--- src/rtl/ser7_pkg.sv ---
package ser7_pkg;
  localparam int unsigned SLOTS = 7;
  localparam int unsigned PH_W  = $clog2(SLOTS);
  // bit SLOTS-1 is slot 0 (the slot carrying the word MSB)
  localparam logic [SLOTS-1:0] CLK_SHAPE = 7'b1100011;
endpackage

--- src/rtl/ser7_phase_ctr.sv ---
module ser7_phase_ctr
  import ser7_pkg::*;
(
  input  logic            clk_i,
  input  logic            rst_ni,
  input  logic            en_i,
  output logic [PH_W-1:0] phase_o,
  output logic            last_o,
  output logic            wrap_o
);
  logic [PH_W-1:0] phase_q;

  always_ff @(posedge clk_i or negedge rst_ni) begin
    if (!rst_ni)   phase_q <= '0;
    else if (en_i) phase_q <= (phase_q == PH_W'(SLOTS - 1)) ? '0 : phase_q + 1'b1;
  end

  assign phase_o = phase_q;
  assign last_o  = (phase_q == PH_W'(SLOTS - 1));
  assign wrap_o  = last_o & en_i;

  AST_PHASE_BOUND: assert property (@(posedge clk_i) disable iff (!rst_ni)
    phase_q < PH_W'(SLOTS)) else $error("phase out of range");
  AST_PHASE_HOLD: assert property (@(posedge clk_i) disable iff (!rst_ni)
    !en_i |=> $stable(phase_q)) else $error("phase moved without enable");
endmodule

--- src/rtl/ser7_lane_shift.sv ---
module ser7_lane_shift #(
  parameter int unsigned W = 7
) (
  input  logic         clk_i,
  input  logic         rst_ni,
  input  logic         en_i,
  input  logic         load_i,
  input  logic         lane_on_i,
  input  logic [W-1:0] word_i,
  output logic         bit_o
);
  logic [W-1:0] sh_q;

  always_ff @(posedge clk_i or negedge rst_ni) begin
    if (!rst_ni) sh_q <= '0;
    else if (en_i) begin
      if (load_i) sh_q <= lane_on_i ? word_i : '0;
      else        sh_q <= {sh_q[W-2:0], 1'b0};
    end
  end

  assign bit_o = sh_q[W-1];

  AST_LOAD_MSB: assert property (@(posedge clk_i) disable iff (!rst_ni)
    (en_i && load_i) |=> bit_o == ($past(word_i[W-1]) & $past(lane_on_i)))
    else $error("first bit after capture is not the MSB");
  AST_SHIFT_HOLD: assert property (@(posedge clk_i) disable iff (!rst_ni)
    !en_i |=> $stable(bit_o)) else $error("lane moved without enable");
endmodule

--- src/rtl/ser7_clk_lane.sv ---
module ser7_clk_lane
  import ser7_pkg::*;
(
  input  logic            clk_i,
  input  logic            rst_ni,
  input  logic            wrap_i,
  input  logic [PH_W-1:0] phase_i,
  output logic            clk_o
);
  logic            started_q;
  logic [PH_W-1:0] idx;

  always_ff @(posedge clk_i or negedge rst_ni) begin
    if (!rst_ni)     started_q <= 1'b0;
    else if (wrap_i) started_q <= 1'b1;
  end

  assign idx   = PH_W'(SLOTS - 1) - phase_i;
  assign clk_o = started_q & CLK_SHAPE[idx];

  AST_IDLE_CLK_LOW: assert property (@(posedge clk_i) disable iff (!rst_ni)
    !started_q |-> !clk_o) else $error("clock lane active before first word");
endmodule

--- src/rtl/ser7_lane_tx.sv ---
module ser7_lane_tx
  import ser7_pkg::*;
#(
  parameter int unsigned NUM_LANES    = 4,
  parameter int unsigned NARROW_LANES = 3,
  localparam int unsigned WORDS_W     = NUM_LANES * SLOTS
) (
  input  logic                 clk_i,
  input  logic                 rst_ni,
  input  logic                 bit_en_i,
  input  logic                 wide_i,
  input  logic [WORDS_W-1:0]   words_i,
  output logic                 load_req_o,
  output logic [NUM_LANES-1:0] data_o,
  output logic                 clk_lane_o
);
  logic [PH_W-1:0]      phase;
  logic                 last_slot;
  logic                 wrap;
  logic [NUM_LANES-1:0] lane_on;

  ser7_phase_ctr u_phase (
    .clk_i   (clk_i),
    .rst_ni  (rst_ni),
    .en_i    (bit_en_i),
    .phase_o (phase),
    .last_o  (last_slot),
    .wrap_o  (wrap)
  );

  for (genvar l = 0; l < NUM_LANES; l++) begin : g_lane
    if (l < NARROW_LANES) begin : g_fixed
      assign lane_on[l] = 1'b1;
    end else begin : g_wide
      assign lane_on[l] = wide_i;
    end

    ser7_lane_shift #(.W(SLOTS)) u_shift (
      .clk_i     (clk_i),
      .rst_ni    (rst_ni),
      .en_i      (bit_en_i),
      .load_i    (last_slot),
      .lane_on_i (lane_on[l]),
      .word_i    (words_i[l*SLOTS +: SLOTS]),
      .bit_o     (data_o[l])
    );
  end

  ser7_clk_lane u_clk (
    .clk_i   (clk_i),
    .rst_ni  (rst_ni),
    .wrap_i  (wrap),
    .phase_i (phase),
    .clk_o   (clk_lane_o)
  );

  assign load_req_o = last_slot;

  AST_STROBE_TO_HIGH: assert property (@(posedge clk_i) disable iff (!rst_ni)
    (load_req_o && bit_en_i) |=> clk_lane_o && !load_req_o)
    else $error("slot 0 after capture not high");
  AST_NARROW_LANE: assert property (@(posedge clk_i) disable iff (!rst_ni)
    (load_req_o && bit_en_i && !wide_i) |=> !data_o[NUM_LANES-1])
    else $error("unused lane not silent");
endmodule

--- config.mk ---
export PLATFORM = sky130hd
export DESIGN_NAME = ser7_lane_tx
export DESIGN_NICKNAME = d
export VERILOG_FILES = /design/src/rtl/ser7_pkg.sv /design/src/rtl/ser7_phase_ctr.sv /design/src/rtl/ser7_lane_shift.sv /design/src/rtl/ser7_clk_lane.sv /design/src/rtl/ser7_lane_tx.sv
export SDC_FILE = /design/constraint.sdc
export NUM_CORES = 1
export LEC_CHECK = 0
export ABC_AREA = 1
export BUFFER_PORTS_ARGS = -buffer_cell sky130_fd_sc_hd__buf_2
export CAP_MARGIN = 25
export CORE_MARGIN = 2
export CORE_UTILIZATION = 35
export CTS_CLUSTER_DIAMETER = 40
export CTS_CLUSTER_SIZE = 10
export DETAILED_ROUTE_END_ITERATION = 8
export GPL_TIMING_DRIVEN = 0
export PLACE_DENSITY = 0.68
export REMOVE_ABC_BUFFERS = 1
export SYNTH_ARGS = -nofsm -noshare
export SYNTH_HDL_FRONTEND = slang
export SYNTH_SLANG_ARGS = --single-unit
--- constraint.sdc ---
create_clock -name clk_i -period 1.5 [get_ports clk_i]
set_input_delay 0.075 -clock clk_i [delete_from_list [all_inputs] [get_ports clk_i]]
set_output_delay 0.075 -clock clk_i [all_outputs]
set_load 0.03 [all_outputs]
==> impl_metrics.env <==
export IMPL_outcome="finished, final reports clean"
export IMPL_vias=1398
export IMPL_antenna_found_initial=0
export IMPL_final_instance_count_excl_fill=285
export IMPL_worst_clock_skew_ns=0.00140
export IMPL_post_route_cells_drive_above_1_share_pct=28.8
export IMPL_mostFrequentLayoutCell="sky130_fd_sc_hd__nand2_1"
export IMPL_timing_final_crit_share_pct=99.0
export IMPL_worst_skew_pair_late_latency_ns=0.28
export IMPL_netlist_area_leader_share_pct=51.8
export IMPL_routed_via_density=4.91
export IMPL_pwr_density_cell_nw_per_um2=1550
export IMPL_gr_total_overflow=0
export IMPL_synthDominantAreaCellType="sky130_fd_sc_hd__dfrtp_1"
export IMPL_r2r_cells=6
export IMPL_clock_sink_count=32
export IMPL_timing_final_setup_violations=0
export IMPL_post_synth_cell_area_avg_um2=8.40
export IMPL_firstDrtPassIters=4
export IMPL_start_kind="register"
export IMPL_htree_num_levels=2
export IMPL_max_freq_mhz=673
export IMPL_dp_hpwl_um=1990
export IMPL_count_of_cells_along_the_worst_hold_path=3
export IMPL_cap_violations=0
export IMPL_worstMarginPinSlew_ns=0.720
export IMPL_yosysSeqAreaShare_pct=51.8
export IMPL_grt_first_pass_wirelength_um=6420
export IMPL_maximum_fanout_encountered_on_the_critical_timing_path=3
export IMPL_synth_mux_area_share_pct=0
export IMPL_first_global_vias=1383
export IMPL_routedWlPerCell_um=12.8
export IMPL_vdd_ir_drop_worst_uv=595
export IMPL_worstPathRequired_ns=1.42
export IMPL_timing_final_max_slew_violations=0
export IMPL_placed_cells_incl_taps=258
export IMPL_hold_viol=0
export IMPL_ys_top_cells_by_area="sky130_fd_sc_hd__dfrtp_1 52%, sky130_fd_sc_hd__nand3_1 18%, sky130_fd_sc_hd__nand2_1 15%, sky130_fd_sc_hd__ha_1 3.2%, sky130_fd_sc_hd__buf_4 2.9%"
export IMPL_synth_simple_gate_area_share_pct=35.8
export IMPL_largest_family_of_logic_cells_by_synthesized_area="simple AND/OR/NAND/NOR gates"
export IMPL_core_area_um2=4290
export IMPL_row_count=24
export IMPL_cp_arrival_ns=1.41
export IMPL_synth_ff_latch_count=32
export IMPL_grt_max_degree=33
export IMPL_period_minus_slack_ns=1.49
export IMPL_holdCritPathClass="in -> reg"
export IMPL_floorplan_initialDensity_pct=36.0
export IMPL_fp_dieArea_um2=4970
export IMPL_endpoint_kind="primary output"
export IMPL_routed_wl_um=3660
export IMPL_synthesis_instances=184
export IMPL_die_w_um=70.5
export IMPL_drt_antenna_violating_nets=0
export IMPL_syn2layout_area_growth_pct=33.0
export IMPL_synthXorXnorAreaFrac_pct=0
export IMPL_rsz0062_at_grt="yes"
export IMPL_netlist_cell_type_count=18
export IMPL_crit_type="reg -> out"
export IMPL_leakage_component_of_the_power_nw=1.04
export IMPL_boundaryPins=38
export IMPL_placement_io_buffers=37
export IMPL_cts_root_buffer_cell="sky130_fd_sc_hd__clkbuf_8"
export IMPL_synth_compound_gate_area_share_pct=1.13
export IMPL_chipHeight_um=70.5
export IMPL_n_antenna_cell=0
export IMPL_numCtsBuffers=5
export IMPL_detail_route_drc_violations=0
export IMPL_num_nets_final=268
export IMPL_timing_slew_headroom_pct=52.0
export IMPL_number_of_design_rule_violations_left_by_the_first_detailed_router_iteration=74
export IMPL_yosys_area_share_adder_pct=3.24
export IMPL_ys_warnings_count=0
export IMPL_total_power_mw=3.20
export IMPL_final_weighted_congestion_in_routability_driven_placement=0.661
export IMPL_layout_cells_most_common_list="60 x sky130_fd_sc_hd__nand2_1, 54 x sky130_fd_sc_hd__nand3_1, 35 x sky130_fd_sc_hd__buf_2"
export IMPL_mappedNetlistArea_um2=1550
export IMPL_grtUsageTotal_pct=16.3
export IMPL_cts_path_max_buffers=2
export IMPL_cts_tree="built"
export IMPL_clock_transition_at_the_registers_of_the_reported_paths_ns=0.06
[repair_timing]
| action | CTS | global route |
|---|---|---|
| hold buffers | 11 | 0 |
| resized for setup | 7 | 14 |
| cloned | 2 | 0 |
| buffers inserted | 4 | 2 |
| pin swaps | 2 | 6 |
| endpoints found under the hold margin | 42 | 0 |
| setup endpoints to repair | 31 | 17 |
[cells by family (layout without fill, tap and decap cells)]
logic type / Yosys count / in the layout
AND/OR/NAND/NOR: 123 / 125
flip-flops: 32 / 32
adder cells (fa/ha/maj): 4 / 4
AO/OA/AOI/OAI: 3 / 3
buffers and inverters: 22 / 69
[where the power goes]
group          total (mW)  switching, mW  internal (mW)
Sequential           1.35          0.202           1.14
Combinational        1.17          0.663          0.506
Clock               0.680          0.306          0.374
Total                3.20           1.17           2.03
[through the flow]
stage               TNS (ns)  cell area, µm²  utilization (%)  setup slack, ns  hold slack, ns
floorplan                  0            1450                -           0.0235          -0.221
global placement       -9.66            1700             39.6           -0.392           0.176
detailed placement    -10.97            1700             39.6           -0.427           0.173
CTS                        0            1990             46.4           0.0248        0.000959
global route         -0.0516            2060             47.9          -0.0419         0.00491
finish                     0            2060             47.9           0.0143         0.00127
[path summary, 6_finish.rpt]
kind,start,endpoint,slack (ns)
worst max register to register,u_phase.phase_o[1],u_clk.started_q,0.03
worst min-delay path,words_i[2],g_lane[0].u_shift.sh_q[2],0.001
worst max-delay path,u_phase.phase_o[1],clk_lane_o,0.01
min in group asynchronous,rst_ni,g_lane[0].u_shift.sh_q[5],0.39
max in group asynchronous,rst_ni,u_phase.phase_o[1],0.60
worst min register to register,u_clk.started_q,u_clk.started_q,0.48
[cell type report]
| class | instances | area, µm² |
|---|---|---|
| Fill cell | 428 | 2240 |
| Sequential cell | 32 | 803 |
| Multi-Input combinational cell | 132 | 691 |
| Timing Repair Buffer | 54 | 382 |
| Clock buffer | 8 | 90.1 |
| Tap cell | 52 | 65.1 |
| Inverter | 7 | 26.3 |
[flip-flops by register name, indices dropped and copies added, names as in the netlist]
signal and cells:
g_lane.u_shift.sh_q 28, u_phase.phase_o 3, u_clk.started_q 1
[critical path, stage by stage (launching register included)]
cell	delay (ns)
sky130_fd_sc_hd__dfrtp_2	0.44
sky130_fd_sc_hd__buf_6	0.13
sky130_fd_sc_hd__ha_4	0.25
sky130_fd_sc_hd__inv_2	0.03
sky130_fd_sc_hd__nor2_2	0.08
sky130_fd_sc_hd__nor2_1	0.04
sky130_fd_sc_hd__buf_4	0.16
[per-layer routing]
| metal | share of wire [%] | track usage (%) |
|---|---|---|
| met1 | 48 | 22.2 |
| met4 | 0.68 | 4.49 |
| met3 | 4.2 | 4.18 |
| met2 | 47 | 25.7 |
| met5 | 0 | 0 |
[Yosys cell counts]
cell type,count
sky130_fd_sc_hd__nand3_2,1
sky130_fd_sc_hd__nor2_1,3
sky130_fd_sc_hd__buf_6,2
sky130_fd_sc_hd__buf_4,6
sky130_fd_sc_hd__nand2_1,61
sky130_fd_sc_hd__dfrtp_1,32
sky130_fd_sc_hd__o21ai_0,1
sky130_fd_sc_hd__inv_2,1
sky130_fd_sc_hd__nand3_1,55
sky130_fd_sc_hd__o22ai_1,2
sky130_fd_sc_hd__buf_2,3
sky130_fd_sc_hd__clkbuf_1,3
sky130_fd_sc_hd__or2_2,1
sky130_fd_sc_hd__nor2_4,1
sky130_fd_sc_hd__inv_1,6
sky130_fd_sc_hd__nand2_4,1
sky130_fd_sc_hd__ha_1,4
sky130_fd_sc_hd__buf_1,1
Power figures use the tool's default switching activity.
